===== src/rtl/rls_pkg.sv =====
package rls_pkg;

  typedef enum logic {
    LINK_ONE = 1'b0,
    LINK_TWO = 1'b1
  } link_e;

  // Working-link choice: forced bit, or far-end status with link one on ties.
  function automatic link_e pick_link(input logic auto_sel, input logic forced,
                                      input logic [1:0] far);
    if (!auto_sel) return link_e'(forced);
    if (far == 2'b10) return LINK_TWO;
    return LINK_ONE;
  endfunction

  // Class of a cell from its destination identifier.
  function automatic logic is_ctrl_dest(input logic [31:0] dest, input logic [31:0] ctrl_id);
    return dest == ctrl_id;
  endfunction

endpackage


===== src/rtl/rls_debounce.sv =====
module rls_debounce #(
  parameter int DEB_CELLS = 3,
  localparam int CNT_W = $clog2(DEB_CELLS + 1)
) (
  input  logic clk,
  input  logic rst_n,
  input  logic cell_v,
  input  logic flag,
  output logic stat,
  output logic stat_chg
);
  logic             last_q, last_n;
  logic [CNT_W-1:0] cnt_q, cnt_n;
  logic             stat_q, stat_n;

  always_comb begin
    last_n = last_q;
    cnt_n  = cnt_q;
    stat_n = stat_q;
    if (cell_v) begin
      if (flag != last_q) begin
        last_n = flag;
        cnt_n  = CNT_W'(1);
      end else if (cnt_q < CNT_W'(DEB_CELLS)) begin
        cnt_n = cnt_q + CNT_W'(1);
      end
      if (cnt_n >= CNT_W'(DEB_CELLS)) stat_n = flag;
    end
  end

  always_ff @(posedge clk) begin
    if (!rst_n) begin
      last_q <= 1'b0;
      cnt_q  <= '0;
      stat_q <= 1'b0;
    end else begin
      last_q <= last_n;
      cnt_q  <= cnt_n;
      stat_q <= stat_n;
    end
  end

  assign stat     = stat_q;
  assign stat_chg = stat_n != stat_q;
endmodule


===== src/rtl/rls_select.sv =====
module rls_select
  import rls_pkg::*;
(
  input  logic       clk,
  input  logic       rst_n,
  input  logic       auto_sel,
  input  logic       forced,
  input  logic [1:0] far,
  input  logic       any_cell,
  output link_e      sel,
  output logic       sel_chg
);
  link_e cand;
  link_e sel_q;

  assign cand    = pick_link(auto_sel, forced, far);
  assign sel_chg = !any_cell && (cand != sel_q);

  always_ff @(posedge clk) begin
    if (!rst_n) sel_q <= LINK_ONE;
    else if (sel_chg) sel_q <= cand;
  end

  assign sel = sel_q;
endmodule


===== src/rtl/rls_gate.sv =====
module rls_gate
  import rls_pkg::*;
#(
  parameter int ID_W = 8,
  parameter logic [ID_W-1:0] CTRL_ID = '1
) (
  input  logic            clk,
  input  logic            rst_n,
  input  logic            cell_v,
  input  logic [ID_W-1:0] dest,
  input  logic            working,
  output logic            acc_v,
  output logic            acc_ctrl,
  output logic [ID_W-1:0] acc_dest
);
  logic ctrl_cell;
  logic pass;

  assign ctrl_cell = is_ctrl_dest(32'(dest), 32'(CTRL_ID));
  assign pass      = cell_v && (working || ctrl_cell);

  always_ff @(posedge clk) begin
    if (!rst_n) begin
      acc_v    <= 1'b0;
      acc_ctrl <= 1'b0;
      acc_dest <= '0;
    end else begin
      acc_v <= pass;
      if (cell_v) begin
        acc_ctrl <= ctrl_cell;
        acc_dest <= dest;
      end
    end
  end
endmodule


===== src/rtl/redundant_link_sel.sv =====
module redundant_link_sel
  import rls_pkg::*;
#(
  parameter int ID_W = 8,
  parameter logic [ID_W-1:0] CTRL_ID = '1,
  parameter int DEB_CELLS = 3
) (
  input  logic              clk,
  input  logic              rst_n,
  input  logic              cfg_auto_sel,
  input  logic              cfg_active,
  input  logic [1:0]        rx_valid,
  input  logic [1:0]        rx_far_act,
  input  logic [2*ID_W-1:0] rx_dest,
  output logic [1:0]        acc_valid,
  output logic [1:0]        acc_ctrl,
  output logic [2*ID_W-1:0] acc_dest,
  output logic [1:0]        tx_act_flag,
  output logic              sel_link,
  output logic [1:0]        far_stat,
  output logic              stat_event
);
  localparam int NLINK = 2;

  logic [NLINK-1:0] far_chg;
  logic             sel_chg;
  link_e            sel;
  logic             evt_q;

  for (genvar i = 0; i < NLINK; i++) begin : g_link
    rls_debounce #(.DEB_CELLS(DEB_CELLS)) u_deb (
      .clk      (clk),
      .rst_n    (rst_n),
      .cell_v   (rx_valid[i]),
      .flag     (rx_far_act[i]),
      .stat     (far_stat[i]),
      .stat_chg (far_chg[i])
    );

    rls_gate #(.ID_W(ID_W), .CTRL_ID(CTRL_ID)) u_gate (
      .clk      (clk),
      .rst_n    (rst_n),
      .cell_v   (rx_valid[i]),
      .dest     (rx_dest[i*ID_W +: ID_W]),
      .working  (sel == link_e'(i)),
      .acc_v    (acc_valid[i]),
      .acc_ctrl (acc_ctrl[i]),
      .acc_dest (acc_dest[i*ID_W +: ID_W])
    );
  end

  rls_select u_sel (
    .clk      (clk),
    .rst_n    (rst_n),
    .auto_sel (cfg_auto_sel),
    .forced   (cfg_active),
    .far      (far_stat),
    .any_cell (|rx_valid),
    .sel      (sel),
    .sel_chg  (sel_chg)
  );

  always_ff @(posedge clk) begin
    if (!rst_n) evt_q <= 1'b0;
    else        evt_q <= sel_chg || (|far_chg);
  end

  assign sel_link    = sel;
  assign tx_act_flag = {sel == LINK_TWO, sel == LINK_ONE};
  assign stat_event  = evt_q;
endmodule


===== config.mk =====
export PLATFORM = sky130hd
export DESIGN_NAME = redundant_link_sel
export DESIGN_NICKNAME = d
export VERILOG_FILES = /design/src/rtl/rls_pkg.sv /design/src/rtl/rls_debounce.sv /design/src/rtl/rls_select.sv /design/src/rtl/rls_gate.sv /design/src/rtl/redundant_link_sel.sv
export SDC_FILE = /design/constraint.sdc
export NUM_CORES = 1
export LEC_CHECK = 0
export BUFFER_PORTS_ARGS = -buffer_cell sky130_fd_sc_hd__buf_4
export CAP_MARGIN = 20
export CORE_MARGIN = 2
export CORE_UTILIZATION = 34
export DETAILED_ROUTE_END_ITERATION = 8
export GPL_TIMING_DRIVEN = 1
export PLACE_DENSITY = 0.7
export SETUP_SLACK_MARGIN = 0.1
export SLEW_MARGIN = 30
export SYNTH_ARGS = -nofsm -noshare
export SYNTH_HDL_FRONTEND = slang
export SYNTH_SLANG_ARGS = --single-unit

===== constraint.sdc =====
create_clock -name clk -period 1.2 [get_ports clk]
set_clock_uncertainty 0.15 [all_clocks]
set_input_delay 0.24 -clock clk [delete_from_list [all_inputs] [get_ports clk]]
set_output_delay 0.24 -clock clk [all_outputs]
set_load 0.02 [all_outputs]

Yosys cells after proc, flatten, opt, wreduce, memory -nomap -nowiden
Cells that the tools add are included.
- $add $sub $neg: 2
- multiply operators: 0
- divide/modulo/power cells: 0
- magnitude comparators: 4
- eq/ne operators: 8
- shift-type cells: 0
- muxes and demuxes: 16
- bitwise operators: 1
- reductions and logical operators: 11
- operators with widths (operator ; number):
    $eq A8 B8 Y1 const B ; 2
    $mux W2 ; 6
    $mux W1 ; 10
    $ne A1 B1 Y1 ; 5
    $add A2 B1 Y2 const B ; 2
    $ge A2 B2 Y1 const B ; 2
    $lt A2 B2 Y1 const B ; 2
    $reduce_and A2 Y1 ; 2
    $reduce_or A2 Y1 ; 2
    $logic_and A1 B1 Y1 ; 3
    $logic_or A1 B1 Y1 ; 3
    $eq A2 B2 Y1 const B ; 1
    $logic_not A1 Y1 ; 1
    $not A1 Y1 ; 1
- register bits: 30
- latch bits: 0
- memory bits (writable): 0
- ROM bits: 0
- input bits: 24
- output and inout bits: 26
- word-level logic and storage cells: 56
- memories kept: 0

Depth between registers and ports, before layout
Gate-level depths: netlist (run 1).
- depth in word-level cells: 10
- mapped depth: 4
- mapped depth without buffers: 4

Cells and area by module
Synthesis (run 1) repeated with hierarchy kept, for this count alone.
- cells, all modules: 124
- area, all modules: 1303.8 um^2
- modules (own cells, without submodules) (module ; instances ; cells each ; area each (um^2)):
    rls_gate ; 2 ; 34 ; 390.4
    rls_debounce ; 2 ; 21 ; 195.2
    rls_select ; 1 ; 9 ; 86.3
    redundant_link_sel ; 1 ; 5 ; 46.3

Worst setup path after synthesis (run 1)
OpenSTA, ideal clock, no wires.
- path type: register to register
- from: register g_link[1].u_deb.stat_q
- to: register evt_q (netlist: stat_event)
- library setup time: 0.120 ns
- arrival: 0.984 ns
- setup slack: -0.053 ns
- cell stages (with the launch flop): 5
- buffers on the path: 0
- clock period less this slack: 1.253 ns
- path through: dfxtp_1 and3b_1 a21oi_1 o22ai_1 o31a_1
- cells in the longest elaborated chain, start to end: 8
- elaborated cells on any way between the ends: 13
- classes of those cells: eq/ne: 3; mux: 7; reduce/logical: 3
- ends and longest elaborated chain (element ; line ; text):
    start, declared ; rls_debounce.sv:14 ; logic stat_q, stat_n;
    start signal, assigned ; rls_debounce.sv:39 ; stat_q <= stat_n;
    $eq A2 B2 Y1 ; rls_pkg.sv:12 ; if (far == 2'b10) return LINK_TWO;
    $mux W1 (2 in series) ; rls_pkg.sv:12 ;
    $mux W1 ; rls_pkg.sv:13 ; return LINK_ONE;
    $mux W1 ; rls_pkg.sv:12 ;
    $ne A1 B1 Y1 ; rls_select.sv:17 ; assign sel_chg = !any_cell && (cand != sel_q);
    $logic_and A1 B1 Y1 ; rls_select.sv:17 ;
    $logic_or A1 B1 Y1 * ; redundant_link_sel.sv:65 ; else evt_q <= sel_chg || (|far_chg);
    end signal, assigned ; redundant_link_sel.sv:65 ;
    end, declared ; redundant_link_sel.sv:28 ; logic evt_q;
Mark *: on every way between the ends. The rest lies on a longest branch, timed or not. The select of a mux whose other input is x is not followed.
A chain may end at the register's enable or synchronous reset.

Worst setup path in the final report (run 1)
Ends and elaborated chain as after synthesis.

==> metrics.md, run 1 <==
| Metric | Value |
|---|---|
| H-tree depth | 2 |
| Drt total wl | approximately 3000 um |
| Num CTS Buffers | 5 |
| Mapped Area | 0.00126 mm^2 |
| Cell taking the most area after synthesis | dfxtp_1 |
| Die Span Y | 64.9 um |
| CP Launch Type | flop |
| Syn Inst Count | 131 |
| Post-layout net count | 212 |
| Synth Warn # | 0 |
| Antenna cells | 0 |
| Synth cell count leaders | 30 x dfxtp_1, 28 x nor2_1, 21 x mux2i_1, 10 x buf_4 |
| Worst skew pair latency | 280 ps |
| Share of the synthesized area in the top cell type | 0.477 |
| Setup WS post-layout | -71.5 ps |
| Worst path max stage delay | 330 ps |
| Post-DP Area | around 0.0017 mm^2 |
| Layout Utilization | 0.548 |
| Post-synthesis sequential area ratio | 0.477 |
| CP Data Required Time | 1220 ps |
| Critical path type | flop to flop |
| Top delay family on crit path | flip-flops |
| Hold Buf Count CTS | 0 |
| Initial antenna violation count | 0 |
| Mean Syn Cell Area | 9.62 um^2 |
| Max-slew headroom | 0.840 |
| Pins Over Slew Limit | 0 |
| Number of cell rows | 22 |
| GR Util All Layers | 0.149 |
| Clock slew at reported path FFs | 60 ps |
| Io pins | 50 |
| CP Buf/Inv Count | 0 |
| HP Class | input pin to flop |
| Via density | between 4 and 5 |
| Critical-path top delay cell | dfxtp_2 |
| Placer Congestion | 0.778 |
| Vias after detailed routing | roughly 1100 |
| Synth unique cells | 23 |
| Minimum clock period | 1270 ps |
| Max-cap violations | 0 |
| DPL Wire Length | about 2200 um |
| FFs w/ async S/R, synth | 0 |
| Leakage | ~0.93 nW |
| Share of layout cells above drive strength 1 | 0.561 |
| Initial Utilization | 0.349 |
| Port buffer count | just under 50 |
| Register bit total from synthesis | 30 |
| Most common flop cell mapped by yosys | dfxtp_1 |
| Die ar. | 0.00421 mm^2 |
| Final setup viols | 4 |
| Core region area | ~0.0036 mm^2 |
| Number of flops mapped to enable cells by yosys | 0 |
| Post-place setup slack | -97.2 ps |
| CP Max Fanout | 4 |
| TritonCTS clock tree | done |
| Global route overflow | 0 |
| Most common cell in the netlist | dfxtp_1 |
| Detailed-route DRC error count | 0 |
| Clock sink count | 30 |
| Area delta synth->final | 56.7% |
| Unrepaired setup endpoints after global routing | true |
| Mapped Nets | 155 |
| Cells along the critical path | nor2b_2 -> mux2i_2 -> nor4_1 -> o31a_1 |
| Vias in the first global route | approximately 1200 |
| Hold Vio Cnt, Final | 0 |
| WL/cell | 12.6 um |
| CP endpoint kind | flop |
| Largest net degree at the start of global routing | 20 |
| Peak supply drop | 0.000954 V |
| Status | finished with violations |
| Antenna-violating nets left | 0 |
| Top post-synthesis cells by area | dfxtp_1 48%, mux2i_1 17%, nor2_1 8.3%, buf_4 6.0%, a21oi_1 2.4% |
| Initial DRC Count | 20 |
| Final instance area | 0.00197 mm^2 |
| Max Fclk | a little under 800 MHz |
| Max Root-Sink Buffers | 2 |
| Clock root cell | clkbuf_8 |
| 1st-pass router iterations | 4 |
| Slew @ Worst Pin | around 230 ps |
| PwrDens | 1170 mW/mm^2 |
| Die Wd | about 65 um |
| Final period util | 1.06 |
| Arrival @ worst endpoint | between 1000 and 1500 ps |
| First-pass GRT wire length | 4800 um |
| Violated checks | negative setup slack |
## metrics by stage
stage	total power, mW	setup TNS [ps]	hold slack, ps	cells
2_1_floorplan	1.29	-20.0	218	131
3_3_place_gp	1.46	-58.6	300	226
3_5_place_dp	1.47	-97.2	309	226
4_1_cts	2.33	-238	58.6	236
6_report	2.32	-214	62.2	237
5_1_grt	2.44	-441	65.1	237
## sequential cells by signal, summed over array words and instances (netlist names)
register / flops
g_link.u_gate.acc_dest: 16
g_link.u_deb.cnt_q: 4
g_link.u_deb.last_q: 2
g_link.u_deb.stat: 2
g_link.u_gate.acc_ctrl: 2
g_link.u_gate.acc_v: 2
stat_event: 1
u_sel.sel: 1
## timing repair
action                                  4_1_cts  5_1_grt
setup buffers                                 2        1
endpoints found under the setup margin       30       31
resized for setup                            53        7
pin swaps                                     7        7
## layout by cell type, fill, tap and decap left out, drive strengths merged
cell,netlist,layout
nor2,28,28
clkbuf,3,7
nand4,4,4
o22ai,1,1
a211oi,3,3
nand2,2,2
inv,2,2
o21ai,6,6
clkinv,0,1
xor2,2,2
a31oi,2,2
o31a,1,1
dfxtp,30,30
and3,3,3
buf,11,64
nor2b,1,1
mux2i,21,21
nor4,1,1
and3b,2,2
a21oi,6,6
o211a,2,2
## worst min-delay path, delay by kind of cell
family                 cells  cell delay (ps)
buffers and inverters      1               80
and+or+nand+nor            1               70
muxes                      1               60
## power by group
part	switching, mW	leakage (nW)	total, mW	internal (mW)
Combinational	0.192	0.625	0.413	0.221
Sequential	0.0403	0.257	1.10	1.06
Clock	0.349	0.0482	0.810	0.461
Total	0.581	0.930	2.32	1.74
## logic make-up after synthesis
group,after synthesis,share of synthesized area
compound gates,21,0.103
xor+xnor,2,0.0139
buf+inv,16,0.0914
flops,30,0.477
mux,21,0.167
simple gates,41,0.148
## cell type report
cell class | instances | area [um^2]
Clock buffer | 7 | 86.3
Clock inverter | 1 | 5.00
Fill cell | 328 | 1630
Inverter | 2 | 10.0
Multi-Input combinational cell | 85 | 584
Sequential cell | 30 | 634
Tap cell | 48 | 60.1
Timing Repair Buffer | 64 | 594
## metal layers
| layer | routed length [um] | track usage | vias to the layer above |
|---|---|---|---|
| li1 | - | - | 559 |
| met1 | 1180 | 0.153 | 519 |
| met2 | 1660 | 0.277 | 24 |
| met3 | 115 | 0.0434 | 2 |
| met4 | 28 | 0.0691 | 0 |
| met5 | 0 | 0 | - |
## path summary, 6_finish.rpt
kind | from | to | slack, ps | depth (start not counted)
worst max-delay path | g_link[1].u_deb.stat | stat_event | -70 | 4
worst min-delay path | rx_dest[6] | g_link[0].u_gate.acc_dest[6] | 60 | 3
worst max register to register | g_link[1].u_deb.stat | stat_event | -70 | 4
worst min register to register | g_link[1].u_deb.cnt_q[0] | g_link[1].u_deb.cnt_q[0] | 320 | 1
Note: power is estimated with default switching activity, not from simulation.
==> run 2: changes to the inputs <==
--- a/config.mk
+++ b/config.mk
@@ -6,12 +6,12 @@
 export NUM_CORES = 1
 export LEC_CHECK = 0
 export BUFFER_PORTS_ARGS = -buffer_cell sky130_fd_sc_hd__buf_4
-export CAP_MARGIN = 20
+export CAP_MARGIN = 5
 export CORE_MARGIN = 2
 export CORE_UTILIZATION = 34
 export DETAILED_ROUTE_END_ITERATION = 8
 export GPL_TIMING_DRIVEN = 1
-export PLACE_DENSITY = 0.7
+export PLACE_DENSITY = 0.72
 export SETUP_SLACK_MARGIN = 0.1
 export SLEW_MARGIN = 30
 export SYNTH_ARGS = -nofsm -noshare
==> constraint.sdc (replaced) <==
create_clock -name clk -period 1.2 [get_ports clk]
set_clock_uncertainty 0.15 [all_clocks]
set_input_delay 0.06 -clock clk [delete_from_list [all_inputs] [get_ports clk]]
set_output_delay 0.06 -clock clk [all_outputs]
set_load 0.02 [all_outputs]
==> run 2 against run 1 <==
Net effect:
- the flow still finishes with violations (negative setup slack)
- fmax grew 0.97%
- hold slack got worse by 44 ps
- first-iteration DRC count increased by 20%
- clock power fell by 9.3%
- wire length up 8.8%
- critical path type unchanged
- critical path depth is the same
- global-route usage grew 1.3 points
- power shrank 2.4%
- sequential share of layout area down 2.7 points
- cell area up 4.5%
- largest cell class is now buffers
- setup slack improved by 12 ps
- critical endpoint unchanged
- utilization is 2.5 points higher
==> metrics.md, run 2 (same netlist as run 1, synthesis figures left out) <==
| Metric | Value |
|---|---|
| Status | finished with violations |
| Violated checks | negative setup slack |
| Area used by multi-input combinational logic | 609 um^2 (+4.3%) |
| Core region area | 0.00361 mm^2 (unchanged) |
| Io pins | 50 (unchanged) |
| DPL Wire Length | 1960 um (-9.1%) |
| RR Endpoint | stat_event |
| Largest net degree at the start of global routing | 26 (+30%) |
| Die Span Y | 64.9 um (unchanged) |
| Clock root cell | clkbuf_8 |
| Total negative slack | -59.2 ps (+155 ps) |
| Fill cells | 319 (-2.7%) |
| Unrepaired setup endpoints after global routing | true |
| Reg-to-reg critical path startpoint | g_link[0].u_deb.stat |
| Vias in the first global route | 1106 (-4.2%) |
| Worst skew pair latency | 280 ps (about the same) |
| Clock sink count | 30 (unchanged) |
| Largest registers | g_link.u_gate.acc_dest (16), g_link.u_deb.cnt_q (4) |
| Vias after detailed routing | 1179 (+6.8%) |
| Critical path type | flop to flop |
| Final Power | 2.26 mW (-2.4%) |
| GR Util All Layers | 0.162 (+0.0129) |
| FF-to-FF setup slack | -60 ps (about the same) |
| Die ar. | 0.00421 mm^2 (unchanged) |
| HP Class | input pin to flop |
| Most frequent cells in the layout | 53 x buf_4, 26 x nor2_1, 25 x dfxtp_1 |
| Minimum clock period | 1260 ps (-12.3 ps) |
| Max Fclk | 794 MHz (+0.97%) |
| Final setup viols | 1 (-3) |
| Max Root-Sink Buffers | 2 (unchanged) |
| Initial antenna violation count | 0 (unchanged) |
| Drt total wl | 3250 um (+8.8%) |
| Setup WS post-layout | -59.2 ps (+12.3 ps) |
| Register Area | 607 um^2 (-4.3%) |
| Detailed-route DRC error count | 0 (unchanged) |
| WHS Path Cells | 3 (unchanged) |
| Die Wd | 64.9 um (unchanged) |
| Slew @ Worst Pin | 474 ps (+240 ps) |
| CP endpoint kind | flop |
| Hold Vio Cnt, Final | 0 (unchanged) |
| 1st-pass router iterations | 4 (unchanged) |
| M2 GR Usage | 0.269 (-0.00773) |
| Number of flip-flops in the largest register | 16 (unchanged) |
| H-tree depth | 2 (unchanged) |
| Num CTS Buffers | 5 (unchanged) |
| Grt met1 use | 0.182 (+0.0292) |
| Met3 Use GR | 0.0608 (+0.0174) |
| Layout Utilization | 0.572 (+0.0246) |
| CP Max Fanout | 5 (+1) |
| Antenna-violating nets left | 0 (unchanged) |
| Min-delay src | rx_valid[1] |
| Peak supply drop | 0.000621 V (-35%) |
| Crit path launch | g_link[0].u_deb.stat |
| Most common cell after layout, fill and taps aside | buf_4 |
| First-pass GRT wire length | 5140 um (+7.0%) |
| Initial Utilization | 0.349 (unchanged) |
| Leakage | 1.05 nW (+13%) |
| CP Data Required Time | 1220 ps (about the same) |
| Port buffer count | 49 (unchanged) |
| Number of cell rows | 22 (unchanged) |
| Max-cap violations | 0 (unchanged) |
| Hold Path Sink | g_link[1].u_gate.acc_dest[2] |
| Placer Congestion | 0.696 (-11%) |
| Arrival @ worst endpoint | 1280 ps (about the same) |
| TritonCTS clock tree | done |
| Initial DRC Count | 24 (+20%) |
| Final period util | 1.05 (-0.0102) |
| Max-slew headroom | 0.683 (-0.157) |
| Antenna cells | 0 (unchanged) |
| Share of layout cells above drive strength 1 | 0.387 (-0.174) |
| R2R depth | 4 (unchanged) |
| Pins Over Slew Limit | 0 (unchanged) |
| CP Launch Type | flop |
| Global route overflow | 0 (unchanged) |
| Post-layout net count | 228 (+7.5%) |
| Via density | 4.68 (+0.44%) |
| Busiest grt layer | met2 |
| PwrDens | 1100 mW/mm^2 (-6.6%) |
| Most flops, register | g_link.u_gate.acc_dest |
| Clock slew at reported path FFs | 60 ps (about the same) |
| Area delta synth->final | 63.8% |
| Post-place setup slack | -74.8 ps (+22.4 ps) |
| WL/cell | 12.9 um (+2.3%) |
-- run 2: stage by stage --
| stage | hold slack [ps] | area, um^2 | cells |
|---|---|---|---|
| 6_report | 18.0 | 2060 | 252 |
| 3_5_place_dp | 163 | 1630 | 220 |
| 3_3_place_gp | 153 | 1630 | 220 |
| 5_1_grt | 28.8 | 2060 | 252 |
| 2_1_floorplan | 37.9 | 1260 | 131 |
| 4_1_cts | 9.28 | 1960 | 250 |
-- run 2: cell type report --
type                            instances  share of cell area
Clock buffer                            7              0.0370
Inverter                                2             0.00364
Multi-Input combinational cell         85               0.295
Sequential cell                        30               0.294
Tap cell                               48              0.0291
Timing Repair Buffer                   80               0.341
-- run 2: worst max-delay path, cell delays in order (launching register included) --
cell and delay [ps]:
dfxtp_2 350, and3b_1 190, a21oi_2 100, o22ai_1 80
o31a_1 290
-- run 2: repair_timing --
action | in CTS | in global routing
cloned | 0 | 0
hold endpoints to repair | 25 | 0
pin swaps | 4 | 10
hold buffers | 21 | 0
setup buffers | 2 | 2
setup endpoints to repair | 6 | 13
resized for setup | 8 | 24
-- run 2: routing by layer --
metal	routed length, um	part of all wire	vias up
met2	1620	0.50	35
met4	78	0.024	0
met3	185	0.057	10
met5	0	0	-
li1	-	-	589
met1	1360	0.42	545
-- run 2: worst max-delay path by stage --
| stage | end | slack (ps) |
|---|---|---|
| 2_1_floorplan | stat_event | -20 |
| 3_3_place_gp | stat_event | -50 |
| 3_5_place_dp | stat_event | -70 |
| 4_1_cts | stat_event | -50 |
| 5_1_grt | stat_event | -110 |
| 6_report | stat_event | -60 |
-- run 2: power breakdown --
part / internal [mW] / switching, mW / total (mW)
clock network: 0.398 / 0.337 / 0.735
registers: 1.05 / 0.0341 / 1.08
logic: 0.239 / 0.206 / 0.446
total: 1.69 / 0.577 / 2.26
==> run 3: changes to the inputs <==
--- a/config.mk
+++ b/config.mk
@@ -8,10 +8,11 @@
 export BUFFER_PORTS_ARGS = -buffer_cell sky130_fd_sc_hd__buf_4
 export CAP_MARGIN = 5
 export CORE_MARGIN = 2
-export CORE_UTILIZATION = 34
+export CORE_UTILIZATION = 44
+export CTS_BUF_LIST = sky130_fd_sc_hd__clkbuf_4
 export DETAILED_ROUTE_END_ITERATION = 8
 export GPL_TIMING_DRIVEN = 1
-export PLACE_DENSITY = 0.72
+export PLACE_DENSITY = 0.86
 export SETUP_SLACK_MARGIN = 0.1
 export SLEW_MARGIN = 30
 export SYNTH_ARGS = -nofsm -noshare
==> run 3 against run 2 <==
Net effect:
- the run ends with negative hold slack, negative setup slack left
- sequential power about the same
- clock power is 20% lower
- flip-flop and latch count unchanged
- largest power group unchanged
==> metrics.md, run 3 (same netlist as run 1, synthesis figures left out) <==
| Metric | Value |
|---|---|
| CP Max Fanout | 4 (-1) |
| Placer Congestion | 0.837 (+20%) |
| Area delta synth->final | 57.5% |
| FF-to-FF setup slack | -130 ps (-70 ps) |
| Antenna-violating nets left | 0 (unchanged) |
| Clock sink count | 30 (unchanged) |
| DPL Wire Length | 2160 um (+10%) |
| Num CTS Buffers | 5 (unchanged) |
| Clock root cell | clkbuf_4 |
| Reg power frac | 0.511 (+0.032) |
| Unrepaired setup endpoints after global routing | true |
| HP Class | input pin to flop |
| 1st-pass router iterations | 4 (unchanged) |
| Max-slew headroom | 0.698 (+0.0151) |
| Placed cell count | 202 (-8.2%) |
| RR Endpoint | stat_event |
| CP Launch Type | flop |
| GR Util All Layers | 0.245 (+0.0828) |
| Max-cap violations | 0 (unchanged) |
| PwrDens | 1070 mW/mm^2 (-2.4%) |
| Initial Utilization | 0.461 (+0.111) |
| TritonCTS clock tree | done |
| Final setup viols | 3 (+2) |
| R2R depth | 4 (unchanged) |
| Most flops, register | g_link.u_gate.acc_dest |
| Max Fclk | 751 MHz (-5.5%) |
| Drt total wl | 3940 um (+21%) |
| Peak supply drop | 0.000928 V (+49%) |
| Final period util | 1.11 (+0.0607) |
| Die Span Y | 57.5 um (-11%) |
| Hold Vio Cnt, Final | 1 (+1) |
| Initial DRC Count | 48 (+100%) |
| CP Data Required Time | 1280 ps (+60 ps) |
| WL/cell | 16.9 um (+31%) |
| Final Non-Filler Cells | 234 (-7.1%) |
| Number of flip-flops in the largest register | 16 (unchanged) |
| Port buffer count | 49 (unchanged) |
| Sw Share | 0.283 (+0.0284) |
| Worst skew pair latency | 330 ps (+50 ps) |
| Io pins | 50 (unchanged) |
| Largest net degree at the start of global routing | 26 (unchanged) |
| Violated checks | negative hold slack, negative setup slack |
| Global route overflow | 0 (unchanged) |
| Sw Pwr | 0.603 mW (+4.3%) |
| Clock power share | 0.275 (-0.049) |
| Final Power | 2.13 mW (-6.1%) |
| Status | finished with violations |
| Setup WS post-layout | -132 ps (-72.8 ps) |
| Max Root-Sink Buffers | 2 (unchanged) |
| Pins Over Slew Limit | 0 (unchanged) |
| Min-delay src | rx_valid[1] |
| Initial antenna violation count | 0 (unchanged) |
| Share of layout cells above drive strength 1 | 0.399 (+0.0118) |
| Hold slack final | -5.56 ps (-23.5 ps) |
| Die Wd | 57.5 um (-11%) |
| Minimum clock period | 1330 ps (+72.8 ps) |
| CP endpoint kind | flop |
| Clock slew at reported path FFs | 90 ps (+30 ps) |
| Pint | 1.52 mW (-9.7%) |
| Critical path type | flop to flop |
| Arrival @ worst endpoint | 1410 ps (+130 ps) |
| Post-layout net count | 226 (-0.88%) |
| Most frequent cells in the layout | 52 x buf_4, 26 x nor2_1, 24 x dfxtp_1 |
| Gate power share | 0.214 (+0.017) |
| Slew @ Worst Pin | 452 ps (-22.6 ps) |
| Antenna cells | 0 (unchanged) |
| WHS Path Cells | 4 (+1) |
| Detailed-route DRC error count | 0 (unchanged) |
| Reg-to-reg critical path startpoint | g_link[1].u_deb.stat |
| Via density | 5.49 (+17%) |
| Vias in the first global route | 1323 (+20%) |
| Vias after detailed routing | 1284 (+8.9%) |
| Largest registers | g_link.u_gate.acc_dest (16), g_link.u_deb.cnt_q (4) |
| Number of cell rows | 19 (-14%) |
| Total negative slack | -171 ps (-112 ps) |
| Hold Path Sink | g_link[1].u_deb.stat |
| Leakage | 0.956 nW (-9.3%) |
| First-pass GRT wire length | 6020 um (+17%) |
| Core region area | 0.00273 mm^2 (-24%) |
| Die ar. | 0.00331 mm^2 (-21%) |
| H-tree depth | 2 (unchanged) |
| Most common cell after layout, fill and taps aside | buf_4 |
==> run 3: cell types whose count changed in the layout (fill, tap and decap cells not counted), sizes merged <==
| cell | change |
|---|---|
| clkinv | +2 |
| clkbuf | -1 |
| buf | -3 |
| dlymetal6s4s | -9 |
| dlygate4sd3 | +10 |
==> run 3: metal layers <==
layer	GRT usage	wire, um	vias to the layer above
met1	0.251	1320	614
met3	0.0839	279	18
met5	0	0	-
met4	0.146	168	0
li1	-	-	591
met2	0.427	2180	61
==> run 3: final cells by class <==
cell class,instances,area [um^2]
clock buffer,6,45.0
clock inverter,2,8.76
multi-input combinational,85,616
tap,31,38.8
inverter,2,7.51
fill,201,749
sequential,30,608
timing repair buffer,78,661
==> run 3: critical path, stage by stage, from the launching register on <==
cell and delay (ps):
dfxtp_2 360, nor2b_2 160, mux2i_2 110, and3_1 180
o31a_1 270
==> run 3: worst max path at each step <==
stage,startpoint,end,slack (ps),depth (start not counted)
final,g_link[1].u_deb.stat,stat_event,-130,4
after global routing,g_link[1].u_deb.stat,stat_event,-160,4
after CTS,g_link[1].u_deb.stat,stat_event,-90,4
after detailed placement,g_link[1].u_deb.stat,stat_event,-100,4
after global placement,g_link[1].u_deb.stat,stat_event,-40,4
after floorplan,g_link[1].u_deb.stat,stat_event,-20,4
==> run 3: metrics by stage <==
| stage | setup WS, ps | area, um^2 | util |
|---|---|---|---|
| 2_1_floorplan | -20.0 | 1260 | - |
| 3_3_place_gp | -36.8 | 1600 | 0.585 |
| 3_5_place_dp | -105 | 1600 | 0.585 |
| 4_1_cts | -89.2 | 1930 | 0.707 |
| 5_1_grt | -165 | 1980 | 0.726 |
| 6_report | -132 | 1980 | 0.726 |
==> run 3: repair_timing <==
| item | CTS | global route |
|---|---|---|
| endpoints found under the setup margin | 9 | 14 |
| hold buffers | 22 | 0 |
| hold endpoints to repair | 27 | 0 |
| pin swaps | 8 | 6 |
| buffers inserted | 2 | 0 |
| resized for setup | 11 | 12 |
==> run 3: power groups by stage <==
stage / sequential [mW] / combinational, mW / clock [mW]
finish: 1.09 / 0.455 / 0.586
global route: 1.09 / 0.483 / 0.641
CTS: 1.08 / 0.422 / 0.584
detailed placement: 1.10 / 0.342 / 0
global placement: 1.10 / 0.332 / 0
floorplan: 1.14 / 0.152 / 0
